`src/rtl/irq_chain_pkg.sv`:
```
package irq_chain_pkg;
   localparam int CMD_W = 3;
   typedef enum logic [CMD_W-1:0] {
      CMD_NONE    = 3'b000,
      CMD_CLR_IP  = 3'b001,
      CMD_CLR_IUS = 3'b010
   } irq_cmd_e;
endpackage

```
`src/rtl/irq_chain_link.sv`:
```
// One rank of the chain: pending and in-service flags plus enable pass-through.
module irq_chain_link (
   input  logic clk,
   input  logic rst_n,
   input  logic set_i,
   input  logic clr_ip_i,
   input  logic clr_ius_i,
   input  logic ack_stb_i,
   input  logic en_in_i,
   output logic en_out_o,
   output logic ip_o,
   output logic ius_o,
   output logic win_o
);
   logic ip_q;
   logic ius_q;

   assign win_o    = ip_q & en_in_i;
   assign en_out_o = en_in_i & ~ip_q & ~ius_q;
   assign ip_o     = ip_q;
   assign ius_o    = ius_q;

   always_ff @(posedge clk) begin
      if (!rst_n) begin
         ip_q  <= 1'b0;
         ius_q <= 1'b0;
      end else begin
         if (set_i)
            ip_q <= 1'b1;
         else if (clr_ip_i)
            ip_q <= 1'b0;
         if (ack_stb_i && win_o)
            ius_q <= 1'b1;
         else if (clr_ius_i)
            ius_q <= 1'b0;
      end
   end
endmodule

```
`src/rtl/irq_chain_vec.sv`:
```
// Vector former: picks the winner's base and optionally merges status bits.
module irq_chain_vec #(
   parameter int NSRC       = 2,
   parameter int VEC_W      = 8,
   parameter int STAT_W     = 3,
   parameter int STAT_SRC   = 0,
   parameter bit MERGE_STAT = 1'b1,
   localparam int IDX_W     = (NSRC > 1) ? $clog2(NSRC) : 1
) (
   input  logic [NSRC*VEC_W-1:0] base_i,
   input  logic [IDX_W-1:0]      sel_i,
   input  logic [STAT_W-1:0]     stat_i,
   input  logic                  stat_hi_i,
   output logic [VEC_W-1:0]      vec_o
);
   localparam int LO_LSB = 1;
   localparam int HI_LSB = 1 + STAT_W;

   if (MERGE_STAT) begin : g_merge
      always_comb begin
         vec_o = base_i[sel_i*VEC_W +: VEC_W];
         if (sel_i == IDX_W'(STAT_SRC)) begin
            if (stat_hi_i)
               vec_o[HI_LSB +: STAT_W] = stat_i;
            else
               vec_o[LO_LSB +: STAT_W] = stat_i;
         end
      end
   end else begin : g_plain
      assign vec_o = base_i[sel_i*VEC_W +: VEC_W];
   end
endmodule

```
`src/rtl/irq_chain.sv`:
```
module irq_chain #(
   parameter int NSRC       = 2,
   parameter int VEC_W      = 8,
   parameter int STAT_W     = 3,
   parameter int STAT_SRC   = 0,
   parameter int NOVEC_SRC  = 1,
   parameter bit MERGE_STAT = 1'b1,
   localparam int IDX_W     = (NSRC > 1) ? $clog2(NSRC) : 1
) (
   input  logic                  clk,
   input  logic                  rst_n,
   input  logic [NSRC-1:0]       src_set_i,
   input  logic                  mie_i,
   input  logic                  ie_in_i,
   output logic                  ie_out_o,
   output logic                  irq_n_o,
   input  logic                  iack_i,
   input  logic                  rd_i,
   input  logic                  cmd_valid_i,
   input  logic [2:0]            cmd_code_i,
   input  logic [NSRC-1:0]       cmd_sel_i,
   input  logic [NSRC*VEC_W-1:0] vec_base_i,
   input  logic [STAT_W-1:0]     stat_i,
   input  logic                  stat_hi_i,
   input  logic                  novec_i,
   output logic                  rd_drive_o,
   output logic [VEC_W-1:0]      rd_data_o
);
   import irq_chain_pkg::*;

   if (NSRC < 2) begin : g_bad_nsrc
      $error("irq_chain: NSRC must be at least 2");
   end
   if (2*STAT_W + 1 > VEC_W) begin : g_bad_stat
      $error("irq_chain: both status groups must fit inside the vector");
   end
   if (STAT_SRC >= NSRC || NOVEC_SRC >= NSRC) begin : g_bad_src
      $error("irq_chain: source index parameter out of range");
   end

   logic [NSRC:0]   en;
   logic [NSRC-1:0] ip_v;
   logic [NSRC-1:0] ius_v;
   logic [NSRC-1:0] win_v;
   logic [NSRC-1:0] clr_ip;
   logic [NSRC-1:0] clr_ius;
   logic            ack_act;
   logic            ack_q;
   logic            ack_stb;

   assign en[0]    = ie_in_i;
   assign ie_out_o = en[NSRC];
   assign ack_act  = iack_i & rd_i;
   assign ack_stb  = ack_act & ~ack_q;

   for (genvar k = 0; k < NSRC; k++) begin : g_rank
      assign clr_ip[k]  = cmd_valid_i && (cmd_code_i == CMD_CLR_IP)  && cmd_sel_i[k];
      assign clr_ius[k] = cmd_valid_i && (cmd_code_i == CMD_CLR_IUS) && cmd_sel_i[k];
      irq_chain_link u_link (
         .clk       (clk),
         .rst_n     (rst_n),
         .set_i     (src_set_i[k]),
         .clr_ip_i  (clr_ip[k]),
         .clr_ius_i (clr_ius[k]),
         .ack_stb_i (ack_stb),
         .en_in_i   (en[k]),
         .en_out_o  (en[k+1]),
         .ip_o      (ip_v[k]),
         .ius_o     (ius_v[k]),
         .win_o     (win_v[k])
      );
   end

   // Request: pending source not shadowed by in-service at or above its rank.
   logic req_any;
   always_comb begin
      logic blk;
      blk     = 1'b0;
      req_any = 1'b0;
      for (int k = 0; k < NSRC; k++) begin
         blk = blk | ius_v[k];
         if (ip_v[k] && !blk)
            req_any = 1'b1;
      end
   end
   assign irq_n_o = ~(req_any & mie_i & ie_in_i);

   // Winner index (lowest rank wins; the chain already makes it unique).
   logic [IDX_W-1:0] win_idx;
   logic             win_any;
   always_comb begin
      win_idx = '0;
      win_any = 1'b0;
      for (int k = NSRC-1; k >= 0; k--) begin
         if (win_v[k]) begin
            win_idx = IDX_W'(k);
            win_any = 1'b1;
         end
      end
   end

   logic [VEC_W-1:0] vec_new;
   irq_chain_vec #(
      .NSRC       (NSRC),
      .VEC_W      (VEC_W),
      .STAT_W     (STAT_W),
      .STAT_SRC   (STAT_SRC),
      .MERGE_STAT (MERGE_STAT)
   ) u_vec (
      .base_i    (vec_base_i),
      .sel_i     (win_idx),
      .stat_i    (stat_i),
      .stat_hi_i (stat_hi_i),
      .vec_o     (vec_new)
   );

   logic             drv_q;
   logic [VEC_W-1:0] vec_q;
   always_ff @(posedge clk) begin
      if (!rst_n) begin
         ack_q <= 1'b0;
         drv_q <= 1'b0;
         vec_q <= '0;
      end else begin
         ack_q <= ack_act;
         if (ack_stb) begin
            drv_q <= win_any && !(novec_i && (win_idx == IDX_W'(NOVEC_SRC)));
            vec_q <= vec_new;
         end else if (!ack_act) begin
            drv_q <= 1'b0;
         end
      end
   end

   assign rd_drive_o = drv_q & ack_act;
   assign rd_data_o  = rd_drive_o ? vec_q : '0;
endmodule

```
`config.mk`:
```
export PLATFORM = sky130hd
export DESIGN_NAME = irq_chain
export DESIGN_NICKNAME = d
export VERILOG_FILES = /design/src/rtl/irq_chain_pkg.sv /design/src/rtl/irq_chain_link.sv /design/src/rtl/irq_chain_vec.sv /design/src/rtl/irq_chain.sv
export SDC_FILE = /design/constraint.sdc
export NUM_CORES = 1
export LEC_CHECK = 0
export ABC_AREA = 1
export CAP_MARGIN = 20
export CORE_UTILIZATION = 43
export DETAILED_ROUTE_END_ITERATION = 8
export PLACE_DENSITY = 0.92
export RECOVER_POWER = 25
export SYNTH_ARGS = -nofsm -noshare
export SYNTH_HDL_FRONTEND = slang
export SYNTH_HIERARCHICAL = 1
export SYNTH_SLANG_ARGS = --single-unit
```
`constraint.sdc`:
```
create_clock -name clk -period 2.7 [get_ports clk]
set_input_delay 0.27 -clock clk [delete_from_list [all_inputs] [get_ports clk]]
set_output_delay 0.27 -clock clk [all_outputs]
set_load 0.01 [all_outputs]
```
* Word level (Yosys, flattened, before mapping)
Cells that the tools add are included.
** Word-level totals
- Register bits :: 14
- Input bits :: 35
- Word-level logic and storage cells :: 67
** Operators by class
- Eq/ne operators :: 3
- Shifts and indexed selects :: 1
- Multiplexer cells :: 19
- Bitwise operators :: 18
- Reduce and logical (&&, ||, !) cells :: 19
** Operator list (count)
- $shiftx 16x5->8 :: 1
- $mux 1 :: 15
- $logic_and 1x1->1 :: 12
- $and 1x1->1 :: 11
- $mux 8 :: 1
- $reduce_bool 2->1 :: 4
- $mux 3 :: 2
- $mux 6 :: 1
- $not 1->1 :: 6
- $eq 3x1->1 const B :: 1
- $eq 3x2->1 const B :: 1
- $logic_not 1->1 :: 3
- $ne 2x1->1 const B :: 1
- $or 1x1->1 :: 1

* Depth between registers and ports, before layout
Gate-level depths: netlist (run 1).
- Depth in word-level cells :: 10
- Depth in mapped cells :: 12
- Depth with buffers taken out :: 11

* By module
The synthesis (run 1) kept the hierarchy.
** Modules (own cells, without submodules)
- irq_chain :: times used 1, cells each 93, area each 549.3 um^2, seq. area each 200.2 um^2
- irq_chain_vec :: times used 1, cells each 49, area each 200.2 um^2, seq. area each 0.0 um^2
- irq_chain_link :: times used 2, cells each 13, area each 97.6 um^2, seq. area each 40.0 um^2

* Worst setup path after synthesis (run 1)
No wires, ideal clock.
- Kind :: reg2reg
- Start :: reg g_rank[0].u_link.ip_q
- End :: reg vec_q[6]
- Library setup time :: 0.113 ns
- Arrival :: 1.370 ns
- Data required time :: 2.587 ns
- Path slack :: 1.217 ns
- Stages on the path, launching flop included :: 12
- Cell sequence :: dfxtp_1 nor3b_1 nand2_1 inv_1 inv_1 nor2_1 buf_4 nor2_4 nand2_1 nand3_1 nor2_1 nor2_1
** On the way
- Longest elaborated chain between the ends :: 9
** Ends and longest elaborated chain
- from (decl) :: RTL line irq_chain_link.sv:15 : logic ip_q;
- from (signal assigned) :: RTL line irq_chain_link.sv:25 : ip_q <= 1'b0;
- from (signal assigned) :: RTL line irq_chain_link.sv:29 : ip_q <= 1'b1;
- from (signal assigned) :: RTL line irq_chain_link.sv:31 : ip_q <= 1'b0;
- $not 1->1 (*) :: RTL line irq_chain_link.sv:19 : assign en_out_o = en_in_i & ~ip_q & ~ius_q;
- $and 1x1->1 (*) (2 in a row) :: RTL line irq_chain_link.sv:19
- via en[1] :: RTL line irq_chain.sv:41 : logic [NSRC:0] en;
- $and 1x1->1 (*) :: RTL line irq_chain_link.sv:18 : assign win_o = ip_q & en_in_i;
- via win_v[1] :: RTL line irq_chain.sv:44 : logic [NSRC-1:0] win_v;
- $mux 1 (*) (2 in a row) :: RTL line irq_chain.sv:95 : if (win_v[k]) begin
- via win_idx :: RTL line irq_chain.sv:89 : logic [IDX_W-1:0] win_idx;
- $shiftx 16x5->8 :: RTL line irq_chain_vec.sv:21 : vec_o = base_i[sel_i*VEC_W +: VEC_W];
- $mux 3 :: RTL line irq_chain_vec.sv:23 : if (stat_hi_i)
- $mux 6 (*) :: RTL line irq_chain_vec.sv:22 : if (sel_i == IDX_W'(STAT_SRC)) begin
- via vec_new[6] :: RTL line irq_chain.sv:102 : logic [VEC_W-1:0] vec_new;
- to (signal assigned) :: RTL line irq_chain.sv:128 : vec_q <= vec_new;
- to (decl) :: RTL line irq_chain.sv:118 : logic [VEC_W-1:0] vec_q;
The timed path passes the listed nets; every way through them passes the cells marked *.
A chain may end at the register's enable or synchronous reset.

* Worst setup path in the final report (run 1)
- Start :: in ie_in_i
- End :: out ie_out_o
** On the way
- Longest elaborated chain between the ends :: 4
** Ends and longest elaborated chain
- from (decl) :: RTL line irq_chain.sv:14 : input logic ie_in_i,
- $and 1x1->1 (2 in a row) :: RTL line irq_chain_link.sv:19
- via en[1] :: RTL line irq_chain.sv:41
- $and 1x1->1 (2 in a row) :: RTL line irq_chain_link.sv:19
- to (decl) :: RTL line irq_chain.sv:15 : output logic ie_out_o,
The timed path passes the listed nets, and every way through them passes these cells.

==> results of run 1 <==
power groups by stage:
stage / clock network, W / registers, W / logic (W)
4_1_cts: 0.000160 / 0.000225 / 0.000132
5_1_grt: 0.000170 / 0.000226 / 0.000147
2_1_floorplan: 0 / 0.000228 / 0.0000665
3_5_place_dp: 0 / 0.000229 / 0.000131
3_3_place_gp: 0 / 0.000229 / 0.000130
6_report: 0.000153 / 0.000225 / 0.000131
Yosys cell counts:
library cell   n  share of area (%)
inv_2          1               0.40
nand2_1       45                 18
nor3_1         1               0.53
dfxtp_1       14                 30
nor2_1        43                 17
a21oi_1        3                1.6
buf_2          1               0.53
nand3_2        2                2.1
a21oi_2        2                1.9
buf_4          1               0.79
inv_1         39                 15
buf_6          1                1.2
nor2_4         1                1.2
nand4_1        3                2.0
nor3b_1        2                1.6
nand2_2        3                2.0
nand3_1        4                2.1
nand2_4        1                1.2
o21bai_1       1               0.79
critical path: cells and delay by family:
family	cells	cell delay, ns
AND/OR/NAND/NOR	2	0.60
buffers and inverters	2	1.17
registers in the layout, summed over array words and instances (netlist names):
| register | flops |
|---|---|
| vec_q | 8 |
| g_rank.u_link/ip_o | 2 |
| g_rank.u_link/ius_o | 2 |
| ack_q | 1 |
| drv_q | 1 |
cell type report:
type / count / area [um^2] / area share [%]
sequential: 14 / 280.3 / 19.34
multi-input combinational: 111 / 490.5 / 33.85
timing repair buffer: 46 / 457.9 / 31.61
tap: 27 / 33.78 / 2.332
clock buffer: 4 / 36.28 / 2.504
inverter: 40 / 150.1 / 10.36
worst min path at each step:
stage | from | to | slack (ns) | cells after the start
after global routing | drv_q$_SDFFE_PN0P_ | drv_q$_SDFFE_PN0P_ | 0.51 | 2
after CTS | drv_q$_SDFFE_PN0P_ | drv_q$_SDFFE_PN0P_ | 0.48 | 2
after floorplan | src_set_i[0] | g_rank[0].u_link/ip_o$_SDFFE_PN0P_ | 0.39 | 2
after global placement | drv_q$_SDFFE_PN0P_ | drv_q$_SDFFE_PN0P_ | 0.47 | 2
after detailed placement | drv_q$_SDFFE_PN0P_ | drv_q$_SDFFE_PN0P_ | 0.47 | 2
final | drv_q$_SDFFE_PN0P_ | drv_q$_SDFFE_PN0P_ | 0.48 | 2
metal layers:
| metal | part of all wire, % | up-vias | global-route usage (%) |
|---|---|---|---|
| met5 | 0 | - | 0 |
| met1 | 47 | 435 | 23.99 |
| li1 | - | 581 | - |
| met3 | 6.2 | 3 | 7.477 |
| met2 | 46 | 29 | 35.65 |
| met4 | 0.66 | 0 | 4.412 |
cells by family (layout without fill, tap and decap cells):
group           after synthesis  after routing  share of synthesized area, %
compound gates                6              6                         4.239
buf+inv                      43             90                         18.41
flops                        14             14                         29.67
simple gates                105            105                         47.68
per-stage QoR:
stage	util [%]	worst slack, ns	cells	power [W]	instance area, um^2
finish	71.66	0.3855	242	0.0005083	1449
global route	71.66	0.2589	242	0.0005435	1449
CTS	71.66	0.4456	242	0.0005165	1449
detailed placement	69.86	0.3583	238	0.0003609	1413
global placement	69.86	0.4247	238	0.0003588	1413
floorplan	-	1.217	168	0.0002945	944.7
==> run summary, run 1 <==
Status: complete, no violations
Share of cells above drive strength 1: 6.977%
Post-DRT Antenna Nets: 0
H-tree depth reported by CTS: 1
Critical Path End Type: output pin
Row count: 16
Reg power frac: 44.2%
Commonest non-fill, non-tap cells in the layout: nand2_1 (45), nor2_1 (43), clkdlybuf4s50_1 (42), inv_1 (39), dfxtp_1 (14)
Routed len/inst: 8.731 um
Final setup violation count: 0
Die X: 48.87 um
Netlist Area Pre-Place: 944.7 um^2
Critical path data arrival time: 2.04 ns
Net count after synthesis: 203
Total gr overflow: 0
Maximum number of pins on one net before global-route repair: 17
CTS tree: done
Launch point of the worst path: ie_in_i
FMAX: 432.1 MHz
Worst r2r path cells: 11
DR iter-0 viols: 12
Seq/Total Area, Yosys: 29.67%
Post-layout nets: 251
First-pass GRT wire length: 3.836 mm
Final WL: 2.113 mm
Worst-path clk slew: 0.08 ns
Post-DP HPWL: 1.684 mm
Most common cell after layout, fill and taps aside: nand2_1
DR vias/cell: 4.331
Setup CP Type: input pin to output pin
Fin. max-slew vios: 0
CP Data Required Time: 2.43 ns
Clock power share: 30.1%
Yosys warns: 6
Avg Cell Area, Syn: 5.623 um^2
Die ar.: 2388 um^2
CTS max path bufs: 2
Unrepaired setup endpoints after global routing: no
CTS Hold Bufs: 0
Via count: 1048
Slew HR: 70.65%
Actual slew at the worst max-slew pin: 0.4388 ns
Internal reg-to-reg setup slack: 0.83 ns
Leak: 0.7257 nW
MaxCap Viol Count: 0
CP max stage cell: dlygate4sd3_1
Worst hold slack: 0.4800 ns
Crit path largest cell delay: 0.59 ns
Worst skew pair latency: 0.29 ns
Crit Path Max Fanout: 4
CTS-repair resized insts: 0
Min Clock Period, post-route: 2.314 ns
Post-CTS Setup Inserts: 0
Final Wtd Congestion: 0.7711
Floorplan core area: 2022 um^2
Port buffer count: 45
Pwr per Cell Area: 350.8 nW/um^2
Clock Sinks: 14
Clock Skew: 0.004508 ns
TNS Setup: 0 ns
Initial Utilization: 46.72%
Type of origin of the critical path: input pin
Vias in the first global route: 992
FF-to-FF End: vec_q[4]$_SDFFE_PN0P_
Peak supply drop: 0.4448 mV
CP endpoint: ie_out_o
Syn-to-layout area delta: 53.38%
Register bit count reported by yosys: 14
Filler cell count: 178
Ports: 46
Post-synth cell types: 19
Hold Path Class: flip-flop to flip-flop
CP Cell Sequence: dlygate4sd3_1 -> nor3b_1 -> nor3b_1 -> clkdlybuf4s50_1
DR DRC count: 0
Net Sw Frac: 26.70%
Logic gate share of total power: 25.7%
Hold Violations, Final: 0
First drt pass iteration count: 4
Die Y: 48.87 um
CTS root buffer: clkbuf_4
Diodes inserted: 0
Mapped Cells: 168
Cell internal pwr: 0.0003726 W
Period Utilization, post-route: 85.72%
Worst reg2reg path startpoint: g_rank[0].u_link/ip_o$_SDFFE_PN0P_
Switching pwr: 0.0001357 W
Cts bufs inserted: 3
Total GRT Usage: 20.53%
Critical Path Most Common Cell: nor3b_1
Initial antenna violation count: 0
Note: power is estimated with default switching activity, not from simulation.
==> run 2: changes to the inputs <==
SLEW_MARGIN = 10   (was unset)
==> results of run 2 <==
No change in the layout: final DEF, timing and power equal those of run 1.
==> run 3: changes to the inputs <==
CTS_CLUSTER_DIAMETER = 150   (was unset)
==> results of run 3 <==
No change in the layout: final DEF, timing and power equal those of run 1.
